**config.mk**
```make
export PLATFORM = sky130hd
export DESIGN_NAME = dram_init_seq
export DESIGN_NICKNAME = d
export VERILOG_FILES = /design/src/rtl/dram_init_seq.sv
export SDC_FILE = /design/constraint.sdc
export NUM_CORES = 1
export LEC_CHECK = 0
export BUFFER_PORTS_ARGS = -buffer_cell sky130_fd_sc_hd__buf_2
export CAP_MARGIN = 20
export CORE_MARGIN = 2
export CORE_UTILIZATION = 55
export CTS_CLUSTER_DIAMETER = 50
export CTS_CLUSTER_SIZE = 30
export DETAILED_ROUTE_END_ITERATION = 8
export GPL_TIMING_DRIVEN = 0
export PLACE_DENSITY = 0.83
export REMOVE_ABC_BUFFERS = 1
export SYNTH_ARGS = -nofsm -noshare
export SYNTH_HDL_FRONTEND = slang
export SYNTH_SLANG_ARGS = --single-unit
```
**constraint.sdc**
```tcl
create_clock -name clk -period 6.7 [get_ports clk]
set_clock_uncertainty 0.2 [all_clocks]
set_input_delay 0.67 -clock clk [delete_from_list [all_inputs] [get_ports clk]]
set_output_delay 0.67 -clock clk [all_outputs]
set_load 0.05 [all_outputs]
```
**src/rtl/dram_init_seq.sv**
```systemverilog
module dram_init_seq #(
  parameter int TCK_PS  = 4000,
  parameter int INIT_NS = 400,
  parameter int REF_NS  = 7800,
  parameter int GAP_W   = 4,
  parameter int ADDR_W  = 14
) (
  input  logic              clk,
  input  logic              rst_n,
  input  logic              cfg_bl8,
  input  logic              cfg_ilv,
  input  logic [2:0]        cfg_cl,
  input  logic [4:0]        cfg_twr_ns,
  input  logic [GAP_W-1:0]  cfg_gap,
  input  logic              hot_i,
  output logic              cke_o,
  output logic [2:0]        cmd_o,
  output logic [1:0]        bank_o,
  output logic [ADDR_W-1:0] addr_o,
  output logic              init_done_o,
  output logic              ref_req_o
);
  localparam int INIT_CYC    = (INIT_NS * 1000 + TCK_PS - 1) / TCK_PS;
  localparam int REF_CYC     = REF_NS * 1000 / TCK_PS;
  localparam int REF_HOT_CYC = REF_CYC / 2;
  localparam int CNT_MAX     = (INIT_CYC > (1 << GAP_W)) ? INIT_CYC : (1 << GAP_W);
  localparam int CW          = $clog2(CNT_MAX + 1);
  localparam int RW          = $clog2(REF_CYC + 1);
  localparam logic [3:0] LAST_STEP = 4'd8;
  localparam logic [2:0] C_NOP = 3'b111, C_PRE = 3'b010, C_REF = 3'b001, C_MRS = 3'b000;

  typedef enum logic [1:0] {S_WAIT, S_CMD, S_GAP, S_DONE} st_t;

  st_t            st;
  logic [3:0]     step;
  logic [CW-1:0]  cnt;
  logic [RW-1:0]  rcnt;
  logic           cke_q;
  logic [31:0]    wr_raw;
  logic [2:0]     wr_code;
  logic [ADDR_W-1:0] mr_word;
  logic           adv;
  logic [RW-1:0]  reload;

  assign wr_raw  = (32'(cfg_twr_ns) * 32'd1000 + 32'(TCK_PS - 1)) / 32'(TCK_PS);
  assign wr_code = (wr_raw < 32'd2) ? 3'd1 : (wr_raw > 32'd8) ? 3'd7 : 3'(wr_raw - 32'd1);
  assign reload  = hot_i ? RW'(REF_HOT_CYC - 1) : RW'(REF_CYC - 1);
  assign adv     = (st == S_CMD && cfg_gap == '0) || (st == S_GAP && cnt == CW'(cfg_gap));

  always_comb begin
    mr_word       = '0;
    mr_word[2:0]  = cfg_bl8 ? 3'b011 : 3'b010;
    mr_word[3]    = cfg_ilv;
    mr_word[6:4]  = cfg_cl;
    mr_word[8]    = (step == 4'd4);
    mr_word[11:9] = wr_code;
  end

  always_comb begin
    cmd_o  = C_NOP;
    bank_o = 2'd0;
    addr_o = '0;
    if (st == S_CMD) begin
      case (step)
        4'd0, 4'd5: begin cmd_o = C_PRE; addr_o[10] = 1'b1; end
        4'd1:       begin cmd_o = C_MRS; bank_o = 2'd2; end
        4'd2:       begin cmd_o = C_MRS; bank_o = 2'd3; end
        4'd3:       begin cmd_o = C_MRS; bank_o = 2'd1; end
        4'd4, 4'd8: begin cmd_o = C_MRS; addr_o = mr_word; end
        4'd6, 4'd7: cmd_o = C_REF;
        default:    cmd_o = C_NOP;
      endcase
    end
  end

  always_ff @(posedge clk or negedge rst_n) begin
    if (!rst_n) begin
      st    <= S_WAIT;
      step  <= '0;
      cnt   <= '0;
      rcnt  <= '0;
      cke_q <= 1'b0;
    end else begin
      cke_q <= 1'b1;
      if (adv) begin
        if (step == LAST_STEP) begin
          st   <= S_DONE;
          rcnt <= reload;
        end else begin
          st   <= S_CMD;
          step <= step + 4'd1;
        end
      end else begin
        case (st)
          S_WAIT: if (cnt == CW'(INIT_CYC)) st <= S_CMD; else cnt <= cnt + 1'b1;
          S_CMD:  begin st <= S_GAP; cnt <= CW'(1); end
          S_GAP:  cnt <= cnt + 1'b1;
          S_DONE: rcnt <= (rcnt == '0) ? reload : rcnt - 1'b1;
          default: st <= S_WAIT;
        endcase
      end
    end
  end

  assign cke_o       = cke_q;
  assign init_done_o = (st == S_DONE);
  assign ref_req_o   = (st == S_DONE) && (rcnt == '0);


  cke_hold_chk: assert property (@(posedge clk) disable iff (!rst_n) cke_o |=> cke_o);

  cold_nop_chk: assert property (@(posedge clk) disable iff (!rst_n) !cke_o |-> cmd_o == C_NOP);

  gap_nop_chk: assert property (@(posedge clk) disable iff (!rst_n)
    (cmd_o != C_NOP && cfg_gap != '0) |=> cmd_o == C_NOP);

  emr3_zero_chk: assert property (@(posedge clk) disable iff (!rst_n)
    (cmd_o == C_MRS && bank_o == 2'd3) |-> addr_o == '0);

  done_hold_chk: assert property (@(posedge clk) disable iff (!rst_n) init_done_o |=> init_done_o);

  req_in_done_chk: assert property (@(posedge clk) disable iff (!rst_n) ref_req_o |-> init_done_o);

  req_pulse_chk: assert property (@(posedge clk) disable iff (!rst_n) ref_req_o |=> !ref_req_o);
endmodule

```
* Word-level counts from Yosys, hierarchy flattened *
Cells that the tools add are included.
Widths: inputs -> output; s select.

storage, ports and cells
  bits in registers = 25
  word-level logic and storage cells = 73

operators by class
  add/sub/neg operators = 5
  multiply operators = 1
  div/mod/pow operators = 1
  $lt $le $gt $ge = 2
  equal/unequal tests = 16
  multiplexer cells = 22
  bitwise logic cells = 2
  reductions and logical operators = 19

operator list
  operator                count
  $mux 11                 5
  $div 32x12->32 const B  1
  $gt 32x4->1 const B     1
  $lt 32x2->1 const B     1
  $pmux 7 s3              1
  $add 15x12->16 const B  1
  $eq 4x3->1 const B      4
  $mul 5x7->12 const B    1
  $mux 12                 1
  $logic_not 11->1        1
  $sub 11x1->11 const B   1
  $mux 10                 1
  $mux 3                  3
  $pmux 3 s3              1
  $eq 4x2->1 const B      2
  $logic_not 4->1         2
  $mux 2                  4
  $add 7x1->7 const B     1
  $eq 7x4->1              1
  $eq 7x7->1 const B      1
  $mux 7                  1
  $pmux 2 s3              1
  $reduce_and 2->1        3
  $reduce_bool 3->1       2
  other kinds (20)        27

* Logic depth before layout (Yosys ltp) *
Gate-level depths: netlist (run 1).

  depth in word-level cells = 8
  mapped depth = 25
  mapped depth without buffers = 22

* Least setup slack after synthesis (run 1) *
No wires, ideal clock.

  path kind = input port to output port
  start point = input port cfg_twr_ns[2]
  end point = output port addr_o[11]
  arrival = 6.187 ns
  required time = 5.830 ns
  slack = -0.357 ns
  stages = 23
  path through = fa_1 fa_1 inv_1 fa_1 inv_1 ha_1 a21o_1 a221oi_1 nand3_1 nor2_2 and4bb_1 buf_6 and3_4 a31o_1 a311o_1 a221oi_2 nor3_1 and2_1 nor2_1 nand2_1 ha_1 or3b_2 o2111a_1

between the ends
  word-level cells in the longest chain between the ends = 8

RTL lines
  what                                        line  source
  start: declaration                          13    input logic [4:0] cfg_twr_ns,
  $mul 5x7->12 (*)                            45    assign wr_raw = (32'(cfg_twr_ns) * 32'd1000 + 32'(TCK_PS - 1)) / 32'(TCK_PS);
  $add 15x12->16 (*)                          45
  $div 32x12->32 (*)                          45
  $gt 32x4->1 or $sub 3x1->3 (tied branches)  46    assign wr_code = (wr_raw < 32'd2) ? 3'd1 : (wr_raw > 32'd8) ? 3'd7 : 3'(wr_raw - 32'd1);
  $mux 3                                      46
  $mux 3 (*)                                  46
  $mux 1 (*)                                  64    case (step)
  $mux 12 (*)                                 63    if (st == S_CMD) begin
  end: declaration                            19    output logic [ADDR_W-1:0] addr_o,

Every way passes the cells marked *; elsewhere a longest branch is shown, timed or not.

* Worst setup path in the final report (run 1) *
Ends and elaborated chain as after synthesis.

==> results of run 1 <==
## sequential cells by signal, summed over array words and instances (netlist names)
name,flops
cke_o,1
cnt,7
rcnt,11
st,2
step,4
## timing repair
item                                   in CTS  in global routing
resized for setup                          61                 26
pin swaps                                  31                 33
setup buffers                              29                 16
endpoints found under the hold margin       0                  0
setup endpoints to repair                   3                  3
## area by class of cell
| cell class | count | area [um2] |
|---|---|---|
| fill | 426 | 1740 |
| timing repair buffer | 78 | 571 |
| tap | 77 | 96.3 |
| inverter | 33 | 124 |
| clock buffer | 3 | 41.3 |
| clock inverter | 1 | 5.00 |
| sequential | 25 | 626 |
| multi-input combinational | 357 | 3040 |
## power by group through the flow
| stage | combinational (uW) | clock, uW | sequential, uW |
|---|---|---|---|
| 2_1_floorplan | 1200 | 0 | 275 |
| 3_3_place_gp | 1400 | 0 | 288 |
| 3_5_place_dp | 1460 | 0 | 293 |
| 4_1_cts | 1890 | 90.2 | 290 |
| 5_1_grt | 2460 | 95.4 | 305 |
| 6_report | 2320 | 88.4 | 294 |
## layer usage
layer  track usage, %  vias to the layer above
met5                0                        -
met4             8.65                        0
met3             2.77                       62
met2             50.1                      224
met1             33.0                     1866
li1                 -                     1671
## cell families after synthesis
group	count (synthesis)	synth area share, %
buffers and inverters	50	6.77
other	2	0.215
muxes	2	0.573
AOI/OAI and AO/OA	119	26.2
xor gates and xnor gates	32	8.23
DFF	25	17.9
and+or+nand+nor	158	23.3
adders and majority gates	41	16.8
## worst reg2reg max path: cells and delay by family, from the launching register on
family,cells,cell delay [ns]
AOI/OAI and AO/OA,3,1.08
adders and majority gates,1,0.31
and+or+nand+nor,3,0.70
DFF,1,0.41
buffers and inverters,1,0.15
## synthesized netlist by cell type (3+ instances only)
cell	instances	area [um2]
nor2_1	41	154
nand2_1	34	128
inv_1	33	124
ha_1	31	388
o21ai_0	26	130
dfrtp_1	25	626
nor3_1	17	85.1
a21oi_1	16	80.1
xnor2_1	16	140
xor2_1	15	131
nand3_1	12	60.1
fa_1	10	200
and2_1	9	56.3
nor4_1	7	43.8
o21ai_1	7	35.0
a31oi_1	6	37.5
a21o_1	5	37.5
clkbuf_1	5	18.8
nand2b_1	5	31.3
a22o_1	4	35.0
buf_4	4	30.0
buf_6	4	45.0
nor2b_1	4	25.0
nor2_2	3	18.8
nor3b_1	3	22.5
o21a_1	3	22.5
o21bai_1	3	22.5
o31ai_1	3	22.5
or3_1	3	18.8
## metrics by stage
step           hold WS (ns)  util (%)  setup TNS (ns)  total power (uW)
6_report              0.181      72.1           -1.48              2710
5_1_grt               0.229      72.1           -2.07              2860
4_1_cts               0.196      67.9          -0.371              2270
3_5_place_dp          0.283      58.6           -3.18              1760
3_3_place_gp          0.287      58.6           -2.53              1690
2_1_floorplan         0.174         -          -0.998              1470
## path summary, 6_finish.rpt
| check | start | endpoint | slack [ns] | depth (start not counted) |
|---|---|---|---|---|
| max | cfg_twr_ns[2] | addr_o[11] | -0.65 | 25 |
| min | rst_n | rcnt[4]$_DFFE_PN0P_ | 0.18 | 1 |
| max reg2reg | step[0]$_DFFE_PN0P_ | rcnt[3]$_DFFE_PN0P_ | 3.72 | 8 |
| min reg2reg | rcnt[5]$_DFFE_PN0P_ | rcnt[5]$_DFFE_PN0P_ | 0.31 | 1 |
| max in group asynchronous | rst_n | cnt[3]$_DFFE_PN0P_ | 5.74 | 1 |
| min in group clk | rcnt[5]$_DFFE_PN0P_ | rcnt[5]$_DFFE_PN0P_ | 0.31 | 1 |
==> flow_metrics.py, run 1 <==
metrics = {
    "floorplanning": {
        "ioPinCount": 39,
        "coreArea_um2": 6240,
        "die_height_um": 83.7,
        "start_util_pct": 56.0,
        "die_area_um2": 7010,
        "row_count": 29,
        "dieWidth_um": 83.7,
    },
    "power": {
        "p_sw_uw": 1470,
        "seqPwrFrac_pct": 10.9,
        "p_int_uw": 1240,
        "comb_power_share_pct": 85.9,
        "powerDensity_nw_per_um2": 602,
        "sw_frac_of_total_pct": 54.1,
        "leakagePower_uw": 0.00200,
        "pwr-share-clk_pct": 3.3,
        "ir_drop_v": 0.000468,
    },
    "worst_setup_path": {
        "path_max_fanout": 5,
        "path_class": "primary input to output pin",
        "cp_top_family": "compound AO/OA/AOI/OAI gates",
        "crit_slowest_cell": "fa_1",
        "critPathRequiredTime_ns": 5.83,
        "worst_setup_path_start_kind": "primary input",
        "cp_num_buf_inv": 6,
        "worst_path_largest_cell_delay_ns": 0.52,
        "cp.arrival_ns": 6.48,
        "cp-end-kind": "output pin",
    },
    "timing": {
        "rsz0062_at_grt": "yes",
        "slew_headroom_pct": 44.7,
        "period_share_pct": 110,
        "period_needed_ns": 7.35,
        "finalMaxSlewViolations": 0,
        "timing.fmax_ghz": 0.136,
        "setup_viol": 3,
        "fin_ws_ns": -0.653,
        "hold_viol_final": 0,
        "tightestPinTransition_ns": 0.827,
    },
    "clocking": {
        "h-tree-depth": 1,
        "cts_root_buffer": "clkbuf_8",
        "clock_path_buffers": 2,
        "clk_pin_slew_worst_paths_ns": 0.09,
        "holdBufCountCts": 0,
        "cts_tree": "done",
        "clk_latency_ns": 0.27,
        "cts_buffers": 3,
        "cts.sinks": 25,
    },
    "placement": {
        "place_area_um2": 3660,
        "place_congestion": 0.845,
        "portBuffers": 34,
        "hpwl_mm": 6.11,
        "place_ws_ns": -1.29,
        "numPlacedInstances": 526,
    },
    "finish": {
        "final_cell_mix": "41 x buf_4, 40 x nor2_1, 33 x nand2_1",
        "drive_gt1_share_pct": 29.4,
        "stdcell_count": 574,
        "final_common_cell": "buf_4",
        "syn_to_final_growth_pct": 28.8,
        "final_nets": 556,
        "final_area_um2": 4500,
        "antenna_cells": 0,
    },
    "synthesis": {
        "ys_seq_area_share_pct": 17.9,
        "ys_warn_count": 0,
        "synth_edf_count": 0,
        "yosysUniqueCellTypes": 82,
        "synthCells": 429,
        "ys_async_sr_fraction_pct": 100,
        "avgSynthCellArea_um2": 8.15,
        "dominantRegCellSynth": "dfrtp_1",
        "ys_ff_latch": 25,
        "netlist_area_um2": 3490,
    },
    "global_routing": {
        "grt_pass1_vias": 3540,
        "grt_overflow": 0,
        "grt_max_degree": 26,
        "antenna_found_initial": 0,
        "grt_first_pass_wirelength_mm": 16.1,
        "grt_use_total_pct": 27.2,
    },
    "run": {
        "maxCapViolCount": 0,
    },
    "status": {
        "status": "complete, but fails checks",
        "failed_checks": "negative setup slack",
    },
    "drt": {
        "detail-route-antenna-nets": 0,
        "m1WireLength_mm": 4.43,
        "met2_length_mm": 5.72,
        "drtIter0Drc": 342,
        "drc": 0,
        "top_layer_used": "met4",
        "vias": 3823,
        "drt-total-wl_mm": 11.4,
        "wl_per_cell_um": 19.9,
        "via_per_inst": 6.66,
        "met3_length_um": 763,
        "drt_pass1_iterations": 5,
    },
    "hold_path": {
        "hold_class": "primary input to asynchronous set/reset pin",
    },
}
Note: power is estimated with default switching activity, not from simulation.
==> run 2: changes to the inputs <==
--- a/config.mk
+++ b/config.mk
@@ -13,7 +13,7 @@
 export CTS_CLUSTER_SIZE = 30
 export DETAILED_ROUTE_END_ITERATION = 8
 export GPL_TIMING_DRIVEN = 0
-export PLACE_DENSITY = 0.83
+export PLACE_DENSITY = 0.79
 export REMOVE_ABC_BUFFERS = 1
 export SYNTH_ARGS = -nofsm -noshare
 export SYNTH_HDL_FRONTEND = slang
==> flow_metrics.py, run 2 (synthesis gave the netlist of run 1 again) <==
metrics = {
    "timing": {
        "finalMaxSlewViolations": 0,
        "fin_ws_ns": -0.546,
        "timing.fmax_ghz": 0.138,
        "period_share_pct": 108,
        "rsz0062_at_grt": "yes",
        "slew_headroom_pct": 45.0,
        "setup_viol": 3,
        "hold_viol_final": 0,
        "tightestPinTransition_ns": 0.823,
        "period_needed_ns": 7.25,
    },
    "power": {
        "powerDensity_nw_per_um2": 580,
        "leakagePower_uw": 0.00200,
        "ir_drop_v": 0.000373,
    },
    "drt": {
        "drt_pass1_iterations": 5,
        "vias": 3658,
        "wl_per_cell_um": 18.0,
        "drt-total-wl_mm": 10.4,
        "drc": 0,
        "via_per_inst": 6.33,
        "drtIter0Drc": 228,
        "detail-route-antenna-nets": 0,
    },
    "finish": {
        "nFillCells": 417,
        "final_area_um2": 4460,
        "multi_input_area_um2": 2970,
        "antenna_cells": 0,
        "final_common_cell": "buf_4",
        "top_register": "rcnt",
        "final_nets": 560,
        "regArea_um2": 626,
        "largest_reg_flops": 11,
        "syn_to_final_growth_pct": 27.6,
        "drive_gt1_share_pct": 28.5,
        "final_cell_mix": "45 x buf_4, 40 x nor2_1, 33 x nand2_1",
        "largest_registers": "rcnt: 11 flops, cnt: 7 flops, step: 4 flops",
    },
    "global_routing": {
        "grt_first_pass_wirelength_mm": 15.4,
        "gr-usage-met2_pct": 46.3,
        "grt_max_degree": 26,
        "met3_usage_pct": 2.27,
        "grt_overflow": 0,
        "top_usage_layer": "met2",
        "grt_pass1_vias": 3411,
        "antenna_found_initial": 0,
        "use_met1_pct": 31.1,
        "grt_use_total_pct": 25.9,
    },
    "clocking": {
        "holdBufCountCts": 0,
        "cts_root_buffer": "clkbuf_8",
        "cts_tree": "done",
        "cts.sinks": 25,
        "h-tree-depth": 1,
        "clock_path_buffers": 2,
        "cts_buffers": 3,
        "clk_latency_ns": 0.28,
        "clk_pin_slew_worst_paths_ns": 0.10,
    },
    "status": {
        "failed_checks": "negative setup slack",
        "status": "complete, but fails checks",
    },
    "worst_setup_path": {
        "crit_cells": 25,
        "critPathRequiredTime_ns": 5.83,
        "path_max_fanout": 6,
        "cp_num_buf_inv": 6,
        "cp-end-kind": "output pin",
        "worst_setup_path_start_kind": "primary input",
        "reg2reg_depth": 8,
        "worst_path_largest_cell_delay_ns": 0.50,
        "path_class": "primary input to output pin",
        "crit_slowest_cell": "fa_1",
        "cp_top_family": "compound AO/OA/AOI/OAI gates",
        "cp.arrival_ns": 6.38,
    },
    "placement": {
        "place_area_um2": 3660,
        "portBuffers": 34,
        "place_congestion": 0.838,
        "place_ws_ns": -1.24,
        "hpwl_mm": 5.97,
    },
    "floorplanning": {
        "die_area_um2": 7010,
        "start_util_pct": 56.0,
        "ioPinCount": 39,
        "die_height_um": 83.7,
        "row_count": 29,
        "coreArea_um2": 6240,
        "dieWidth_um": 83.7,
    },
    "hold_path": {
        "hold_class": "primary input to asynchronous set/reset pin",
    },
    "run": {
        "maxCapViolCount": 0,
    },
}
run 2: routing by layer:
metal | vias to the layer above | routed length [um]
met1 | 1735 | 4050
li1 | 1678 | -
met5 | - | 0
met4 | 0 | 595
met2 | 187 | 5170
met3 | 58 | 612
run 2: repair_timing:
| item | 4_1_cts | 5_1_grt |
|---|---|---|
| buffers inserted | 33 | 16 |
| endpoints found under the setup margin | 3 | 3 |
| pin swaps | 35 | 27 |
| resized for setup | 58 | 20 |
run 2: worst paths after layout:
kind                                startpoint                   to  slack [ns]
min                                      rst_n  rcnt[2]$_DFFE_PN0P_        0.16
max                              cfg_twr_ns[4]           addr_o[11]       -0.55
min in group clk           rcnt[5]$_DFFE_PN0P_  rcnt[5]$_DFFE_PN0P_        0.31
max in group asynchronous                rst_n   cnt[3]$_DFFE_PN0P_        5.76
min reg2reg                rcnt[5]$_DFFE_PN0P_  rcnt[5]$_DFFE_PN0P_        0.31
max reg2reg                step[0]$_DFFE_PN0P_  rcnt[3]$_DFFE_PN0P_        3.73
run 2: power by group:
part | total, uW | switching [uW] | internal, uW | leakage [uW]
Combinational | 2200 | 1260 | 943 | 0.00167
Sequential | 293 | 78.0 | 215 | 0.000305
Clock | 94.1 | 51.7 | 42.3 | 0.0000217
run 2: stage by stage:
| step | instances | util [%] | hold WS [ns] | total power (uW) | TNS [ns] |
|---|---|---|---|---|---|
| after floorplan | 415 | - | 0.174 | 1470 | -0.998 |
| after global routing | 578 | 71.4 | 0.213 | 2740 | -1.59 |
| after detailed placement | 526 | 58.6 | 0.292 | 1740 | -3.02 |
| after CTS | 563 | 67.7 | 0.184 | 2200 | -0.315 |
| final | 578 | 71.4 | 0.162 | 2590 | -1.21 |
| after global placement | 526 | 58.6 | 0.290 | 1690 | -2.58 |
run 2: area by class of cell:
cell class | count | area share (%)
Multi-Input combinational cell | 357 | 66.5
Sequential cell | 25 | 14.0
Timing Repair Buffer | 82 | 13.4
Inverter | 33 | 2.78
Tap cell | 77 | 2.16
Clock buffer | 3 | 0.926
Clock inverter | 1 | 0.168
